--- src/rtl/fir_tp_pkg.sv ---
package fir_tp_pkg;
  // total cycles from accepted input to output strobe
  localparam int unsigned FIR_LAT = 6;
  // stage index (1-based) at which the transposed chain registers
  localparam int unsigned CHAIN_STAGE = 3;

  typedef enum logic [1:0] {
    TAP_NONE = 2'd0,
    TAP_ADD  = 2'd1,
    TAP_SUB  = 2'd2
  } tap_mode_e;
endpackage

--- src/rtl/fir_tp_valid_pipe.sv ---
module fir_tp_valid_pipe #(
  parameter int DEPTH = 6
) (
  input  logic             clk,
  input  logic             rst,
  input  logic             din,
  output logic [DEPTH-1:0] stages
);
  logic [DEPTH-1:0] sr;

  always_ff @(posedge clk) begin
    if (rst) sr <= '0;
    else     sr <= {sr[DEPTH-2:0], din};
  end

  assign stages = sr;
endmodule

--- src/rtl/fir_tp_mult.sv ---
// Registered product of the held sample and one constant weight magnitude.
module fir_tp_mult #(
  parameter int              DATA_W = 16,
  parameter int              MAG_W  = 17,
  parameter logic [MAG_W-1:0] MAG   = '0
) (
  input  logic                            clk,
  input  logic                            clr,
  input  logic signed [DATA_W-1:0]        x,
  output logic signed [DATA_W+MAG_W-1:0]  prod
);
  localparam logic signed [MAG_W-1:0] MAG_S = MAG;

  always_ff @(posedge clk) begin
    if (clr) prod <= '0;
    else     prod <= x * MAG_S;
  end
endmodule

--- src/rtl/fir_tp_tap.sv ---
// One transposed-form adder stage: partial sum from the next tap plus a signed term.
module fir_tp_tap
  import fir_tp_pkg::*;
#(
  parameter int        ACC_W  = 35,
  parameter int        PROD_W = 33,
  parameter tap_mode_e MODE   = TAP_ADD
) (
  input  logic                     clk,
  input  logic                     clr,
  input  logic                     en,
  input  logic signed [PROD_W-1:0] prod,
  input  logic signed [ACC_W-1:0]  acc_in,
  output logic signed [ACC_W-1:0]  acc_out
);
  logic signed [ACC_W-1:0] ext;
  logic signed [ACC_W-1:0] term;

  assign ext = ACC_W'(prod);

  always_comb begin
    case (MODE)
      TAP_ADD: term = ext;
      TAP_SUB: term = -ext;
      default: term = '0;
    endcase
  end

  always_ff @(posedge clk) begin
    if (clr)     acc_out <= '0;
    else if (en) acc_out <= acc_in + term;
  end
endmodule

--- src/rtl/fir_transposed.sv ---
module fir_transposed
  import fir_tp_pkg::*;
#(
  parameter int                     DATA_W   = 16,
  parameter int                     COEF_W   = 16,
  parameter int                     NTAPS    = 8,
  // tap k in bits [k*COEF_W +: COEF_W]; leftmost field is the last tap
  parameter logic [NTAPS*COEF_W-1:0] COEFS   = {16'hFFFD, 16'h0005, 16'h0000, 16'h8000,
                                                16'h8000, 16'h0000, 16'hFFFB, 16'h0003},
  parameter bit                     DP_CLEAR = 1'b1
) (
  input  logic                                           clk,
  input  logic                                           rst,
  input  logic                                           in_valid,
  input  logic signed [DATA_W-1:0]                       in_data,
  output logic                                           out_valid,
  output logic signed [DATA_W+COEF_W+$clog2(NTAPS)-1:0]  out_data
);
  localparam int MAG_W      = COEF_W + 1;
  localparam int PROD_W     = DATA_W + MAG_W;
  localparam int ACC_W      = DATA_W + COEF_W + $clog2(NTAPS);
  localparam int OUT_STAGES = FIR_LAT - CHAIN_STAGE;

  // ---- elaboration-time analysis of the weight vector ----
  function automatic longint coef_of(input int k);
    logic signed [COEF_W-1:0] c;
    c = COEFS[k*COEF_W +: COEF_W];
    return longint'(c);
  endfunction

  function automatic longint mag_of(input int k);
    longint c;
    c = coef_of(k);
    return (c < 0) ? -c : c;
  endfunction

  // lowest tap index with the same magnitude owns the shared product
  function automatic int leader_of(input int k);
    for (int j = 0; j < k; j++) begin
      if (mag_of(j) == mag_of(k)) return j;
    end
    return k;
  endfunction

  function automatic tap_mode_e mode_of(input int k);
    if (coef_of(k) == 0) return TAP_NONE;
    if (coef_of(k) < 0)  return TAP_SUB;
    return TAP_ADD;
  endfunction

  // ---- control path ----
  logic [FIR_LAT-1:0] stg_v;

  fir_tp_valid_pipe #(.DEPTH(FIR_LAT)) u_vpipe (
    .clk    (clk),
    .rst    (rst),
    .din    (in_valid),
    .stages (stg_v)
  );

  assign out_valid = stg_v[FIR_LAT-1];

  logic dp_clr;
  assign dp_clr = DP_CLEAR && rst;

  // ---- stage 1: sample register ----
  logic signed [DATA_W-1:0] x_r;

  always_ff @(posedge clk) begin
    if (dp_clr)        x_r <= '0;
    else if (in_valid) x_r <= in_data;
  end

  // ---- stage 2: one multiplier per distinct non-zero magnitude ----
  logic signed [PROD_W-1:0] prod [NTAPS];

  for (genvar k = 0; k < NTAPS; k++) begin : g_mul
    localparam longint MAG  = mag_of(k);
    localparam int     LEAD = leader_of(k);
    if (MAG != 0 && LEAD == k) begin : g_own
      fir_tp_mult #(
        .DATA_W (DATA_W),
        .MAG_W  (MAG_W),
        .MAG    (MAG_W'(MAG))
      ) u_mult (
        .clk  (clk),
        .clr  (dp_clr),
        .x    (x_r),
        .prod (prod[k])
      );
    end else begin : g_none
      assign prod[k] = '0;
    end
  end

  // ---- stage 3: transposed adder chain, advancing only on accepted samples ----
  logic signed [ACC_W-1:0] acc [NTAPS+1];
  assign acc[NTAPS] = '0;

  for (genvar k = 0; k < NTAPS; k++) begin : g_tap
    fir_tp_tap #(
      .ACC_W  (ACC_W),
      .PROD_W (PROD_W),
      .MODE   (mode_of(k))
    ) u_tap (
      .clk     (clk),
      .clr     (dp_clr),
      .en      (stg_v[CHAIN_STAGE-2]),
      .prod    (prod[leader_of(k)]),
      .acc_in  (acc[k+1]),
      .acc_out (acc[k])
    );
  end

  // ---- stages 4..FIR_LAT: output alignment, moving only with valid data ----
  logic signed [ACC_W-1:0] dly [OUT_STAGES];

  always_ff @(posedge clk) begin
    if (dp_clr) begin
      for (int s = 0; s < OUT_STAGES; s++) dly[s] <= '0;
    end else begin
      if (stg_v[CHAIN_STAGE-1]) dly[0] <= acc[0];
      for (int s = 1; s < OUT_STAGES; s++) begin
        if (stg_v[CHAIN_STAGE-1+s]) dly[s] <= dly[s-1];
      end
    end
  end

  assign out_data = dly[OUT_STAGES-1];
endmodule

--- config.mk ---
export PLATFORM = sky130hd
export DESIGN_NAME = fir_transposed
export DESIGN_NICKNAME = d
export VERILOG_FILES = /design/src/rtl/fir_tp_pkg.sv /design/src/rtl/fir_tp_valid_pipe.sv /design/src/rtl/fir_tp_mult.sv /design/src/rtl/fir_tp_tap.sv /design/src/rtl/fir_transposed.sv
export SDC_FILE = /design/constraint.sdc
export NUM_CORES = 1
export LEC_CHECK = 0
export BUFFER_PORTS_ARGS = -buffer_cell sky130_fd_sc_hd__buf_2
export CAP_MARGIN = 20
export CORE_MARGIN = 2
export CORE_UTILIZATION = 45
export CTS_CLUSTER_DIAMETER = 200
export DETAILED_ROUTE_END_ITERATION = 12
export PLACE_DENSITY = 0.65
export SLEW_MARGIN = 20
export SYNTH_ARGS = -nofsm -noshare
export SYNTH_HDL_FRONTEND = slang
export SYNTH_SLANG_ARGS = --single-unit
export TNS_END_PERCENT = 5
--- constraint.sdc ---
create_clock -name clk -period 3.1 [get_ports clk]
set_input_delay 0 -clock clk [delete_from_list [all_inputs] [get_ports clk]]
set_output_delay 0 -clock clk [all_outputs]
set_load 0.005 [all_outputs]
# ---- After elaboration in Yosys (flattened, before gate mapping)
# Memory sizes are Yosys's and may differ from the RTL's.
# Index checks and enable logic that the tools add are counted.
dict set report classes {
  n_mul 2
  add_sub_neg 8
  n_mux 14
  n_bitwise 3
}
# operator n
set op_table {}
lappend op_table {{35-bit adder} 3}
lappend op_table {{35-bit 2-to-1 mux} 3}
lappend op_table {{35-bit by 19-bit adder with 35-bit output} 1}
lappend op_table {{35-bit by 20-bit adder with 35-bit output} 1}
lappend op_table {{19-bit negator with 35-bit output} 1}
lappend op_table {{20-bit negator with 35-bit output} 1}
lappend op_table {{31-bit negator with 35-bit output} 1}
lappend op_table {{16-bit by 4-bit multiplier with 20-bit output (second input constant)} 1}
lappend op_table {{16-bit by 3-bit multiplier with 19-bit output (second input constant)} 1}
lappend op_table {{1-bit 2-to-1 mux} 11}
lappend op_table {{1-bit OR} 3}
dict set report word_totals {
  wordCells 42
  output_inout_bits 36
  ram_bits 105
  register_bits 372
  inputBits 19
  memories 1
}
# name words width rd rd_clocked_by_memory_dff write_ports line
set memory_table {}
lappend memory_table {dly 3 35 3 0 3 fir_transposed.sv:116} ;# logic signed [ACC_W-1:0] dly [OUT_STAGES];

# ---- Logic depth before layout (Yosys ltp)
# Gate-level depths: netlist of the first run.
dict set report logic_depth {
  word_depth 4
  ltp_mapped 15
  ltp_nobuf 15
}

# ---- Modules after synthesis
# Synthesis of the first run repeated with hierarchy kept, for this count alone.
dict set report unflattened {
  cells_unflattened 3579
  area_unflattened_um2 30925.9
}
# module n_inst area_per_inst_um2 seq_area_each_um2 cells_each
set by_module_without_submodules {}
lappend by_module_without_submodules {{fir_tp_tap at g_tap[4].u_tap ...} 2 3459.6 700.7 469}
lappend by_module_without_submodules {{fir_tp_tap at g_tap[1].u_tap ...} 2 3209.3 700.7 437}
lappend by_module_without_submodules {fir_transposed 1 4939.7 3473.3 325}
lappend by_module_without_submodules {{fir_tp_tap at g_tap[0].u_tap} 1 3190.6 700.7 419}
lappend by_module_without_submodules {{fir_tp_tap at g_tap[6].u_tap} 1 3171.8 700.7 412}
lappend by_module_without_submodules {{fir_tp_tap at g_tap[2].u_tap ...} 2 1272.5 700.7 113}
lappend by_module_without_submodules {{fir_tp_mult at g_mul[1].g_own.u_mult} 1 1579.0 400.4 167}
lappend by_module_without_submodules {{fir_tp_mult at g_mul[0].g_own.u_mult} 1 1408.9 380.4 155}
lappend by_module_without_submodules {{fir_tp_mult at g_mul[3].g_own.u_mult} 1 595.6 320.3 51}
lappend by_module_without_submodules {fir_tp_valid_pipe 1 157.7 120.1 12}

# ---- Least setup slack after synthesis of the first run
# OpenSTA, ideal clock, no wires.
dict set report synth_timing {
  kind {flip-flop to flip-flop}
  start {register g_mul[3].g_own.u_mult.prod[20]}
  end {register g_tap[3].u_tap.acc_out[30]}
  required_time_ns 2.972
  path_buffers 0
  path_slack_ns -0.299
  path_stages_with_launch 15
  arrival_ns 3.270
  synth_period_minus_slack_ns 3.399
  cell_sequence {dfxtp_1 -> or4_1 -> nor3_1 -> nand2_1 -> xor2_1 -> ha_1 -> a211o_1 -> nor3_1 -> o21ai_0 -> a311o_1 -> a41oi_1 -> nand2b_1 -> a21oi_1 -> xor2_1 -> o21ai_0}
}
dict set report synth_between {
  elab_chain_cells 2
}
# item line
set synth_lines {}
lappend synth_lines {{from (decl)} fir_tp_mult.sv:10} ;# output logic signed [DATA_W+MAG_W-1:0] prod
lappend synth_lines {{from (signal assigned)} fir_tp_mult.sv:16} ;# else prod <= x * MAG_S;
lappend synth_lines {{31-bit negator with 35-bit output} fir_tp_tap.sv:24} ;# TAP_SUB: term = -ext;
lappend synth_lines {{35-bit adder} fir_tp_tap.sv:31} ;# else if (en) acc_out <= acc_in + term;
lappend synth_lines {{to (signal assigned)} fir_tp_tap.sv:31}
lappend synth_lines {{to (decl)} fir_tp_tap.sv:14} ;# output logic signed [ACC_W-1:0] acc_out
# No other way between the ends.
# A chain may end at the register's enable or synchronous reset.

# ---- Worst setup path in the final report of the first run
dict set report layout_timing {
  start {register g_mul[3].g_own.u_mult.prod[19]}
  end {register g_tap[3].u_tap.acc_out[28]}
}
# The elaborated chain is that of the path after synthesis.

==> results.yml, run 1 <==
power_and_ir_drop:
  clkPwrFrac: 0.402
  p_leak_nw: 13.0
  ir_worst_vdd_mv: 0.361
  p_switching_mw: 3.97
  p_seq_frac: 0.427
  netSwitchingFraction: 0.259
  p_per_area_mw_per_mm2: 518
  internal-power_mw: 11.4
  finalPower_mw: 15.3
  power_frac_comb: 0.171
yosys:
  syn-cell-area_mm2: 0.0249
  yosysSeqAreaShare: 0.412
  synthArstFlopShare: 0
  yosysWarnings: 0
  ys.flop_type: "dfxtp_1"
  synthCells: 2648
  ys_types: 78
  syn_area_per_cell_um2: 9.39
  synth_enable_flop_cells: 105
  synth_nets: 2875
  ys_seq_elements: 459
cells_and_area:
  antennaDiodeCount: 0
  layout-drive-gt1-share: 0.158
  finish.net_count: 3080
  area_growth_pct: 18.9
  final_util: 0.539
worst_setup_path:
  cpPeakStageDelay_ns: 0.58
  cp_top_family: "compound AO/OA/AOI/OAI gates"
  critPathSlowestCell: "or4_4"
  r2r_slack_ns: -0.29
  worstPathCellList: "or4_4 > nor3_4 > nand2_2 > xor2_2 > ha_1 > a211o_1 > o21bai_1 > a311o_1 > a21o_1 > a211oi_2 > a2bb2oi_1 > nor2_1"
  cp-end-kind: "flop"
  regToRegEndpoint: "g_tap[3].u_tap.acc_out[28]"
  reg2regPathDepth: 12
  crit-reg2reg-launch: "g_mul[3].g_own.u_mult.prod[19]"
  cp-start-kind: "flop"
  path_depth: 12
  worstSetupPathType: "reg -> reg"
  path_max_fanout: 4
  timing.critical_path.buf_inv: 0
  cp.required_ns: 3.53
  crit_arrival_ns: 3.82
floorplan:
  die_h_um: 239
  fp.dieArea_mm2: 0.0572
  core_region_area_mm2: 0.0549
  io_pins: 55
  initial_core_util: 0.453
  row_count: 86
  die-width_um: 239
routing:
  vias: 19200
  drcViolationCount: 0
  dr.pass1.iters: 7
  drt_iter0_drc: 1108
  routedWlPerCell_um: 15.6
  ant_nets: 0
  vias_per_cell: 5.34
  drt-total-wl_um: 56200
timing:
  setup_viol: 16
  rsz0062_at_grt: "true"
  fin_skew_ns: 0.0190
  setup_slack_ns: -0.291
  fmax_mhz: 295
  finalCriticalPeriod_ns: 3.39
  setup_tns_ns: -2.27
  fin_crit_sh: 1.09
  slew_viol_final: 0
  slew-limit-headroom: 0.308
  finalHoldViolCount: 0
  hold_ws_ns: 0.0443
  worstMarginPinSlew_ns: 1.04
grt:
  antenna_found_initial: 1
  grt_pass1_vias: 18600
  use_met1: 0.260
  grt_pass1_wl_um: 91800
  track_usage: 0.196
  gr-total-overflow: 0
  grt_max_degree: 198
  met2_usage: 0.332
  gr-max-usage-layer: "met2"
  grt.met3_usage: 0.0221
placed_design:
  port_buffers: 54
  dpl_worst_slack_ns: -0.396
  hpwl_um: 40800
  routabilityCongestion: 0.928
cts:
  cts_root_buffer: "clkbuf_16"
  cts.sink_count: 459
  clk_latency_ns: 0.59
  cts_tree: "done"
  cts_buffers: 50
  h-tree-depth: 2
  clockBufferDepth: 3
  path_clk_slew_ns: 0.06
status:
  failed_checks: "negative setup slack"
  status: "complete, but fails checks"
run:
  drv_cap: 0
worst_hold_path:
  whs_path_depth: 3
  worstHoldStart: "rst"
  hold_end: "g_tap[2].u_tap.acc_out[29]"
  hold_path_class: "in -> reg"
## per-stage QoR
step	instances	cell area, um2
after global routing	3597	29600
after floorplan	2648	24900
after detailed placement	3469	27000
after CTS	3592	29300
after global placement	3469	27000
final	3597	29600
## worst min-delay path: stages
cell and delay (ns):
buf_8 0.11, buf_12 0.22, nor2_1 0.18
## kinds of logic after synthesis
family | share of synthesized area
AOI/OAI and AO/OA | 0.150
buffers and inverters | 0.0364
DFF | 0.412
and+or+nand+nor | 0.157
muxes | 0.0757
xor gates and xnor gates | 0.0627
adders and majority gates | 0.107
## state kept, by name (all words and copies together), names as in the netlist
signal and flops:
dly 105, g_mul.g_own.u_mult.prod 52, g_tap.u_tap.acc_out 280, u_vpipe.stages 6, x_r 16
## metal layers
metal	share of wire	vias up
li1	-	9738
met1	0.47	8947
met2	0.46	408
met3	0.047	109
met4	0.026	0
met5	0	-
## power groups by stage
stage,logic (mW),clock network (mW),registers (mW)
after global placement,2.41,0,6.65
after global routing,2.89,6.54,6.56
final,2.63,6.16,6.54
after floorplan,1.69,0,6.59
after CTS,2.54,6.32,6.53
after detailed placement,2.44,0,6.66
## cells in the mapped netlist (5+ instances only)
| master | number | share of area |
|---|---|---|
| a2111oi_0 | 6 | 0.0021 |
| a211o_1 | 9 | 0.0032 |
| a211oi_1 | 30 | 0.0091 |
| a21o_1 | 100 | 0.030 |
| a21oi_1 | 171 | 0.034 |
| a31oi_1 | 16 | 0.0040 |
| and2_1 | 112 | 0.028 |
| and3_1 | 20 | 0.0050 |
| buf_1 | 17 | 0.0026 |
| buf_4 | 35 | 0.011 |
| clkbuf_1 | 93 | 0.014 |
| dfxtp_1 | 354 | 0.28 |
| edfxtp_1 | 105 | 0.13 |
| fa_1 | 7 | 0.0056 |
| ha_1 | 201 | 0.10 |
| inv_1 | 57 | 0.0086 |
| mux2i_1 | 187 | 0.075 |
| nand2_1 | 161 | 0.024 |
| nand2b_1 | 7 | 0.0018 |
| nand3_1 | 33 | 0.0066 |
| nand4_1 | 23 | 0.0058 |
| nor2_1 | 346 | 0.052 |
| nor2b_1 | 41 | 0.010 |
| nor3_1 | 38 | 0.0076 |
| nor4_1 | 9 | 0.0023 |
| o211ai_1 | 5 | 0.0015 |
| o21a_1 | 24 | 0.0072 |
| o21ai_0 | 116 | 0.023 |
| o21ai_1 | 5 | 0.0010 |
| o21bai_1 | 25 | 0.0075 |
| o31ai_1 | 14 | 0.0042 |
| or2_2 | 10 | 0.0025 |
| or3_1 | 12 | 0.0030 |
| xnor2_1 | 108 | 0.038 |
| xor2_1 | 70 | 0.025 |
## layout make-up
class	count	area, um2
Clock buffer	73	1430
Clock inverter	19	297
Fill cell	4875	25300
Inverter	57	214
Multi-Input combinational cell	1985	14200
Sequential cell	459	10300
Tap cell	704	881
Timing Repair Buffer	300	2250
## layout by cell type (no fill, tap or decap), drive strengths merged, types with 5 or more instances in the layout
cell type / n
dfxtp: 354
nor2: 346
buf: 272
ha: 201
mux2i: 187
a21oi: 173
nand2: 161
o21ai: 122
and2: 112
xnor2: 108
edfxtp: 105
a21o: 100
clkbuf: 73
xor2: 70
inv: 59
nor2b: 41
nor3: 38
nand3: 33
a211oi: 31
dlygate4sd3: 28
o21bai: 25
o21a: 24
nand4: 23
and3: 20
a31oi: 16
o31ai: 15
or3: 12
nor4: 12
a2111oi: 11
or2: 10
a211o: 9
nand2b: 7
bufinv: 7
fa: 7
clkinv: 7
a21boi: 6
o211ai: 5
## how the worst max path moves through the flow
stage / start / end / slack (ns)
2_1_floorplan: g_mul[3].g_own.u_mult.prod[19] / g_tap[3].u_tap.acc_out[30] / -0.16
3_3_place_gp: g_mul[3].g_own.u_mult.prod[19] / g_tap[3].u_tap.acc_out[28] / -0.34
3_5_place_dp: g_mul[3].g_own.u_mult.prod[19] / g_tap[4].u_tap.acc_out[30] / -0.40
4_1_cts: g_mul[3].g_own.u_mult.prod[19] / g_tap[4].u_tap.acc_out[34] / -0.25
5_1_grt: g_mul[3].g_own.u_mult.prod[19] / g_tap[3].u_tap.acc_out[30] / -0.44
6_report: g_mul[3].g_own.u_mult.prod[19] / g_tap[3].u_tap.acc_out[28] / -0.29
## repair_timing
item | CTS | global route
endpoints found under the setup margin | 55 | 69
hold buffers | 28 | 0
setup buffers | 3 | 5
hold endpoints to repair | 20 | 0
gates resized for setup | 49 | 50
pin swaps | 22 | 19
Power figures use the tool's default switching activity.
==> run 2, diff against run 1 <==
Settings changed: ABC_AREA from default to 1.
==> run 2 against run 1 <==
The flow now finishes without violations; power increased by 11%; sequential power grew 3.5%; first-iteration DRC count increased by 29%; clock-buffer cell count decreased by 3; via count rose by 28%; flip-flop and latch count unchanged; cell area increased by 5.3%; combinational power rose by 46%; highest routed layer unchanged.
==> results.yml, run 2 <==
yosys:
  synthCells: 4042
  syn_area_per_cell_um2: 6.96
  syn-cell-area_mm2: 0.0281
  synth_enable_flop_cells: 105
  yosysWarnings: 0
  ys_seq_elements: 459
  synth_area_leaders: "dfxtp_1 25%, edfxtp_1 11%, nand2_1 9.9%, inv_1 9.1%, ha_1 8.9%"
  synthArstFlopShare: 0
  yosysSeqAreaShare: 0.364
  synth_top_area_cell: "dfxtp_1"
  ys_types: 53
  yosys-top-cells-count: "744 x nand2_1, 685 x inv_1, 636 x nor2_1"
  synth_nets: 4269
  yosysMostFrequentCell: "nand2_1"
  ys.flop_type: "dfxtp_1"
  yosysTopAreaCellShare: 0.252
timing:
  worstMarginPinSlew_ns: 0.771
  fin_skew_ns: 0.0372
  slew-limit-headroom: 0.485
  finalHoldViolCount: 0
  slew_viol_final: 0
  setup_viol: 0
  finalCriticalPeriod_ns: 2.88
  fin_crit_sh: 0.930
  fmax_mhz: 347
  rsz0062_at_grt: "true"
floorplan:
  io_pins: 55
  die-width_um: 254
  fp.dieArea_mm2: 0.0645
  core_region_area_mm2: 0.0617
  row_count: 91
  die_h_um: 254
  initial_core_util: 0.456
power_and_ir_drop:
  ir_worst_vdd_mv: 0.459
  internal-power_mw: 11.7
  finalPower_mw: 17.1
  p_leak_nw: 15.9
  p_seq_frac: 0.397
  clkPwrFrac: 0.379
  p_switching_mw: 5.37
  power_frac_comb: 0.224
  p_per_area_mw_per_mm2: 548
  netSwitchingFraction: 0.314
cells_and_area:
  finish.net_count: 4290
  seq_area_mm2: 0.0102
  area_growth_pct: 10.6
  final.fill_count: 6305
  antennaDiodeCount: 0
  largest_register_ffs: 280
  final_util: 0.504
  mostFrequentLayoutCell: "nand2_1"
  fin_cells: 4940
  postLayoutCellArea_mm2: 0.0311
  layout_common_cells: "743 x nand2_1, 681 x inv_1, 636 x nor2_1"
  top_register: "g_tap.u_tap.acc_out"
  multiInputGateArea_mm2: 0.0146
  largestRegisters: "g_tap.u_tap.acc_out x280, dly x105, g_mul.g_own.u_mult.prod x52"
  layout-drive-gt1-share: 0.0651
cts:
  path_clk_slew_ns: 0.06
  h-tree-depth: 2
  cts.sink_count: 459
  cts_buffers: 52
  clk_latency_ns: 0.62
  cts_tree: "done"
  cts_root_buffer: "clkbuf_16"
  clockBufferDepth: 3
worst_setup_path:
  reg2regPathDepth: 21
  r2r_slack_ns: 0.22
  startpoint: "g_mul[0].g_own.u_mult.prod[0]"
  crit_arrival_ns: 3.40
  path_max_fanout: 5
  crit-reg2reg-launch: "g_mul[0].g_own.u_mult.prod[0]"
  cp-start-kind: "flop"
  cp-end-kind: "flop"
  regToRegEndpoint: "g_tap[3].u_tap.acc_out[31]"
  worstSetupPathType: "reg -> reg"
  cp.required_ns: 3.62
  worstSetupEndpoint: "g_tap[3].u_tap.acc_out[31]"
placed_design:
  dpl.cell_count: 4816
  routabilityCongestion: 0.934
  hpwl_um: 56500
  port_buffers: 54
  placed_cell_area_mm2: 0.0290
grt:
  grt_pass1_vias: 23500
  antenna_found_initial: 1
  track_usage: 0.232
  gr-total-overflow: 0
  grt_max_degree: 117
  grt_pass1_wl_um: 120000
routing:
  ant_nets: 0
  vias: 24500
  drcViolationCount: 0
  drt_iter0_drc: 1434
  routedWlPerCell_um: 15.1
  dr.pass1.iters: 5
  wl_met3_um: 2750
  wl_met1_um: 34100
  vias_per_cell: 4.96
  routed.top_layer: "met4"
  wl_met2_um: 34800
  drt-total-wl_um: 74400
status:
  status: "finished, final reports clean"
worst_hold_path:
  hold_path_class: "in -> reg"
  whs_path_depth: 3
run:
  drv_cap: 0
[run 2: cell types whose count changed in the layout (fill, tap and decap cells not counted), moves of 23 or more]
cell	change
buf_4	-187
nand3_1	+170
nand2_1	+584
nor2_1	+292
mux2i_1	-187
a21o_1	-92
and2_1	-112
xnor2_1	-86
inv_1	+624
a211oi_1	-23
nand2_2	+33
nor2b_1	-40
o21ai_0	+188
a21oi_1	+162
[run 2: what timing repair did]
item,4_1_cts,5_1_grt
gates resized for setup,0,19
endpoints found under the hold margin,73,0
endpoints found under the setup margin,0,15
hold buffers,28,0
setup buffers,0,2
[run 2: layout make-up]
class,instances,area share
sequential,459,0.329
tap,837,0.0336
clock buffer,70,0.0473
timing repair buffer,114,0.0280
clock inverter,24,0.0106
inverter,691,0.0836
multi-input combinational,2745,0.468
[run 2: cell families after synthesis]
logic type / Yosys count / share of synthesized area
fa+ha+maj: 208 / 0.0944
simple gates: 1722 / 0.254
buf+inv: 838 / 0.121
flops: 459 / 0.364
xor+xnor: 96 / 0.0299
compound gates: 719 / 0.137
[run 2: worst min-delay path by stage]
| stage | start | end | slack [ns] |
|---|---|---|---|
| 6_report | in_valid | x_r[3] | 0.04 |
| 5_1_grt | in_valid | x_r[3] | 0.07 |
| 4_1_cts | in_valid | x_r[2] | 0.02 |
| 3_5_place_dp | in_data[1] | x_r[1] | 0.22 |
| 3_3_place_gp | in_data[3] | x_r[3] | 0.22 |
| 2_1_floorplan | in_data[0] | x_r[0] | 0.13 |
[run 2: critical path, cell delays in order, from the launching register on]
cell,delay (ns)
dfxtp_1,0.32
inv_2,0.08
ha_4,0.15
nand2_2,0.08
nor3_4,0.19
nand2_2,0.08
nor2_4,0.19
nand3_4,0.11
nor3_2,0.13
xnor2_1,0.18
buf_4,0.18
ha_1,0.25
nand2_1,0.13
nor2_1,0.07
inv_1,0.05
nor2_1,0.04
nor3_1,0.12
nand2_1,0.09
nand2_1,0.07
nand2_1,0.05
o21ai_0,0.17
inv_1,0.05
[run 2: per-stage QoR]
stage	setup TNS [ns]	hold slack, ns	setup slack (ns)
6_report	0	0.0418	0.218
5_1_grt	-0.0913	0.0712	-0.0551
4_1_cts	0	0.0160	0.0252
3_5_place_dp	0	0.218	0.0354
3_3_place_gp	0	0.215	0.189
2_1_floorplan	0	0.130	0.439
[run 2: power by group through the flow]
| stage | clock [mW] | combinational [mW] | sequential (mW) |
|---|---|---|---|
| 2_1_floorplan | 0 | 2.86 | 6.75 |
| 3_3_place_gp | 0 | 3.71 | 6.89 |
| 3_5_place_dp | 0 | 3.71 | 6.89 |
| 4_1_cts | 6.62 | 3.77 | 6.77 |
| 5_1_grt | 6.82 | 4.34 | 6.81 |
| 6_report | 6.47 | 3.83 | 6.77 |
[run 2: routing by layer]
layer  vias to the layer above  track usage
met2                       423        0.404
met5                         -            0
met1                     11000        0.292
met4                         0       0.0896
li1                      12900            -
met3                       135       0.0289
==> run 3, diff against run 2 <==
Settings changed: RECOVER_POWER from default to 25.
==> run 3 against run 2 <==
The run now ends with max-capacitance violations, max-slew violations left; utilization shrank 0.11 points; critical path depth shrank 3; clock skew shrank 0.00073 ns; power is essentially flat; first-iteration DRC count shrank 3.0%; flip-flop and latch count is the same; combinational power is essentially flat; clock power is essentially flat; critical path type unchanged; critical endpoint is now g_tap[3].u_tap.acc_out[28]; largest power group unchanged; highest routed layer unchanged.
==> results.yml, run 3 (synthesis results as in run 2) <==
floorplan:
  initial_core_util: 0.456
  core_region_area_mm2: 0.0617
  row_count: 91
  die_h_um: 254
  fp.dieArea_mm2: 0.0645
  die-width_um: 254
  io_pins: 55
cells_and_area:
  area_growth_pct: 10.4
  finish.net_count: 4290
  seq_area_mm2: 0.0102
  largest_register_ffs: 280
  antennaDiodeCount: 0
  layout_common_cells: "743 x nand2_1, 681 x inv_1, 637 x nor2_1"
  top_register: "g_tap.u_tap.acc_out"
  postLayoutCellArea_mm2: 0.0311
  layout-drive-gt1-share: 0.0580
  mostFrequentLayoutCell: "nand2_1"
  multiInputGateArea_mm2: 0.0146
  largestRegisters: "g_tap.u_tap.acc_out x280, dly x105, g_mul.g_own.u_mult.prod x52"
  final.fill_count: 6329
placed_design:
  hpwl_um: 56500
  routabilityCongestion: 0.934
  port_buffers: 54
  dpl_worst_slack_ns: 0.0354
  placed_cell_area_mm2: 0.0290
timing:
  rsz0062_at_grt: "true"
  fin_skew_ns: 0.0364
  setup_slack_ns: 0.221
  setup_viol: 0
  fin_crit_sh: 0.929
  slew-limit-headroom: -0.141
  fmax_mhz: 347
  finalCriticalPeriod_ns: 2.88
  finalHoldViolCount: 0
  worstMarginPinSlew_ns: 1.71
  slew_viol_final: 131
routing:
  wl_met2_um: 34800
  routed.top_layer: "met4"
  wl_met3_um: 2960
  vias: 24400
  vias_per_cell: 4.95
  drcViolationCount: 0
  routedWlPerCell_um: 15.1
  drt_iter0_drc: 1391
  wl_met1_um: 33900
  ant_nets: 0
  drt-total-wl_um: 74400
  dr.pass1.iters: 6
worst_setup_path:
  cp.required_ns: 3.60
  reg2regPathDepth: 18
  cp-end-kind: "flop"
  timing.critical_path.buf_inv: 3
  r2r_slack_ns: 0.22
  cp_top_family: "simple AND/OR/NAND/NOR gates"
  path_max_fanout: 5
  critPathSlowestCell: "dfxtp_1"
  cp-start-kind: "flop"
  crit_arrival_ns: 3.38
  regToRegEndpoint: "g_tap[3].u_tap.acc_out[28]"
  crit-reg2reg-launch: "g_mul[0].g_own.u_mult.prod[0]"
  crit_top_cell: "nand2_2"
  cpPeakStageDelay_ns: 0.32
  worstPathCellList: "inv_2 > ha_4 > nand2_2 > nor3_4 > nand2_2 > nor2_4 > nand3_4 > nor3_2 > xnor2_1 > buf_4 > ha_1 > a21oi_2 > o21ai_1 > nor2_1 > nand2_1 > xor2_1 > o21ai_0 > inv_1"
  worstSetupPathType: "reg -> reg"
grt:
  grt_max_degree: 117
  grt_pass1_wl_um: 120000
  track_usage: 0.232
  grt_pass1_vias: 23500
  antenna_found_initial: 1
  gr-total-overflow: 0
worst_hold_path:
  hold_end: "x_r[3]"
  hold_path_class: "in -> reg"
  whs_path_depth: 3
  worstHoldStart: "in_valid"
cts:
  h-tree-depth: 2
  clk_latency_ns: 0.62
  clockBufferDepth: 3
  cts_buffers: 52
  cts_root_buffer: "clkbuf_16"
  cts.sink_count: 459
  cts_tree: "done"
  path_clk_slew_ns: 0.06
power_and_ir_drop:
  p_per_area_mw_per_mm2: 549
  finalPower_mw: 17.1
  ir_worst_vdd_mv: 0.459
  p_leak_nw: 15.8
status:
  failed_checks: "max-capacitance violations, max-slew violations"
  status: "complete, but fails checks"
run:
  drv_cap: 2
[run 3: how the worst max path moves through the flow]
stage / startpoint / endpoint / slack (ns) / cells past startpoint
4_1_cts: g_mul[1].g_own.u_mult.prod[1] / g_tap[3].u_tap.acc_out[30] / 0.03 / 19
6_report: g_mul[0].g_own.u_mult.prod[0] / g_tap[3].u_tap.acc_out[28] / 0.22 / 18
3_5_place_dp: g_mul[1].g_own.u_mult.prod[1] / g_tap[3].u_tap.acc_out[30] / 0.04 / 19
2_1_floorplan: g_mul[1].g_own.u_mult.prod[1] / g_tap[4].u_tap.acc_out[32] / 0.44 / 18
3_3_place_gp: g_mul[1].g_own.u_mult.prod[1] / g_tap[3].u_tap.acc_out[30] / 0.19 / 19
5_1_grt: g_mul[0].g_own.u_mult.prod[0] / g_tap[3].u_tap.acc_out[32] / -0.06 / 20
[run 3: timing repair]
item                                   4_1_cts  5_1_grt
resized for setup                            0       19
setup buffers                                0        2
setup endpoints to repair                    0       15
hold buffers                                28        0
endpoints found under the hold margin       73        0
[run 3: metal layers]
| metal | up-vias | track usage |
|---|---|---|
| li1 | 12900 | - |
| met1 | 11000 | 0.292 |
| met2 | 427 | 0.404 |
| met3 | 133 | 0.0289 |
| met4 | 0 | 0.0896 |
| met5 | - | 0 |
[run 3: area by class of cell]
class | count | share of cell area
Clock buffer | 70 | 0.0474
Tap cell | 837 | 0.0337
Sequential cell | 459 | 0.330
Inverter | 691 | 0.0837
Clock inverter | 24 | 0.0106
Timing Repair Buffer | 114 | 0.0263
Multi-Input combinational cell | 2745 | 0.468
[run 3: per-stage QoR]
step | cells | setup TNS, ns | hold slack (ns) | util
after floorplan | 4042 | 0 | 0.130 | -
after global placement | 4816 | 0 | 0.215 | 0.469
after detailed placement | 4816 | 0 | 0.218 | 0.469
after CTS | 4938 | 0 | 0.0160 | 0.503
after global routing | 4940 | -0.0913 | 0.0616 | 0.503
final | 4940 | 0 | 0.0304 | 0.503
[run 3: power breakdown]
part	switching, mW	internal (mW)
combinational	2.51	1.31
sequential	0.303	6.47
clock	2.55	3.92
[run 3: worst min-delay path: stages]
cell      delay [ns]
buf_2           0.10
clkinv_1        0.29
o22a_1          0.20
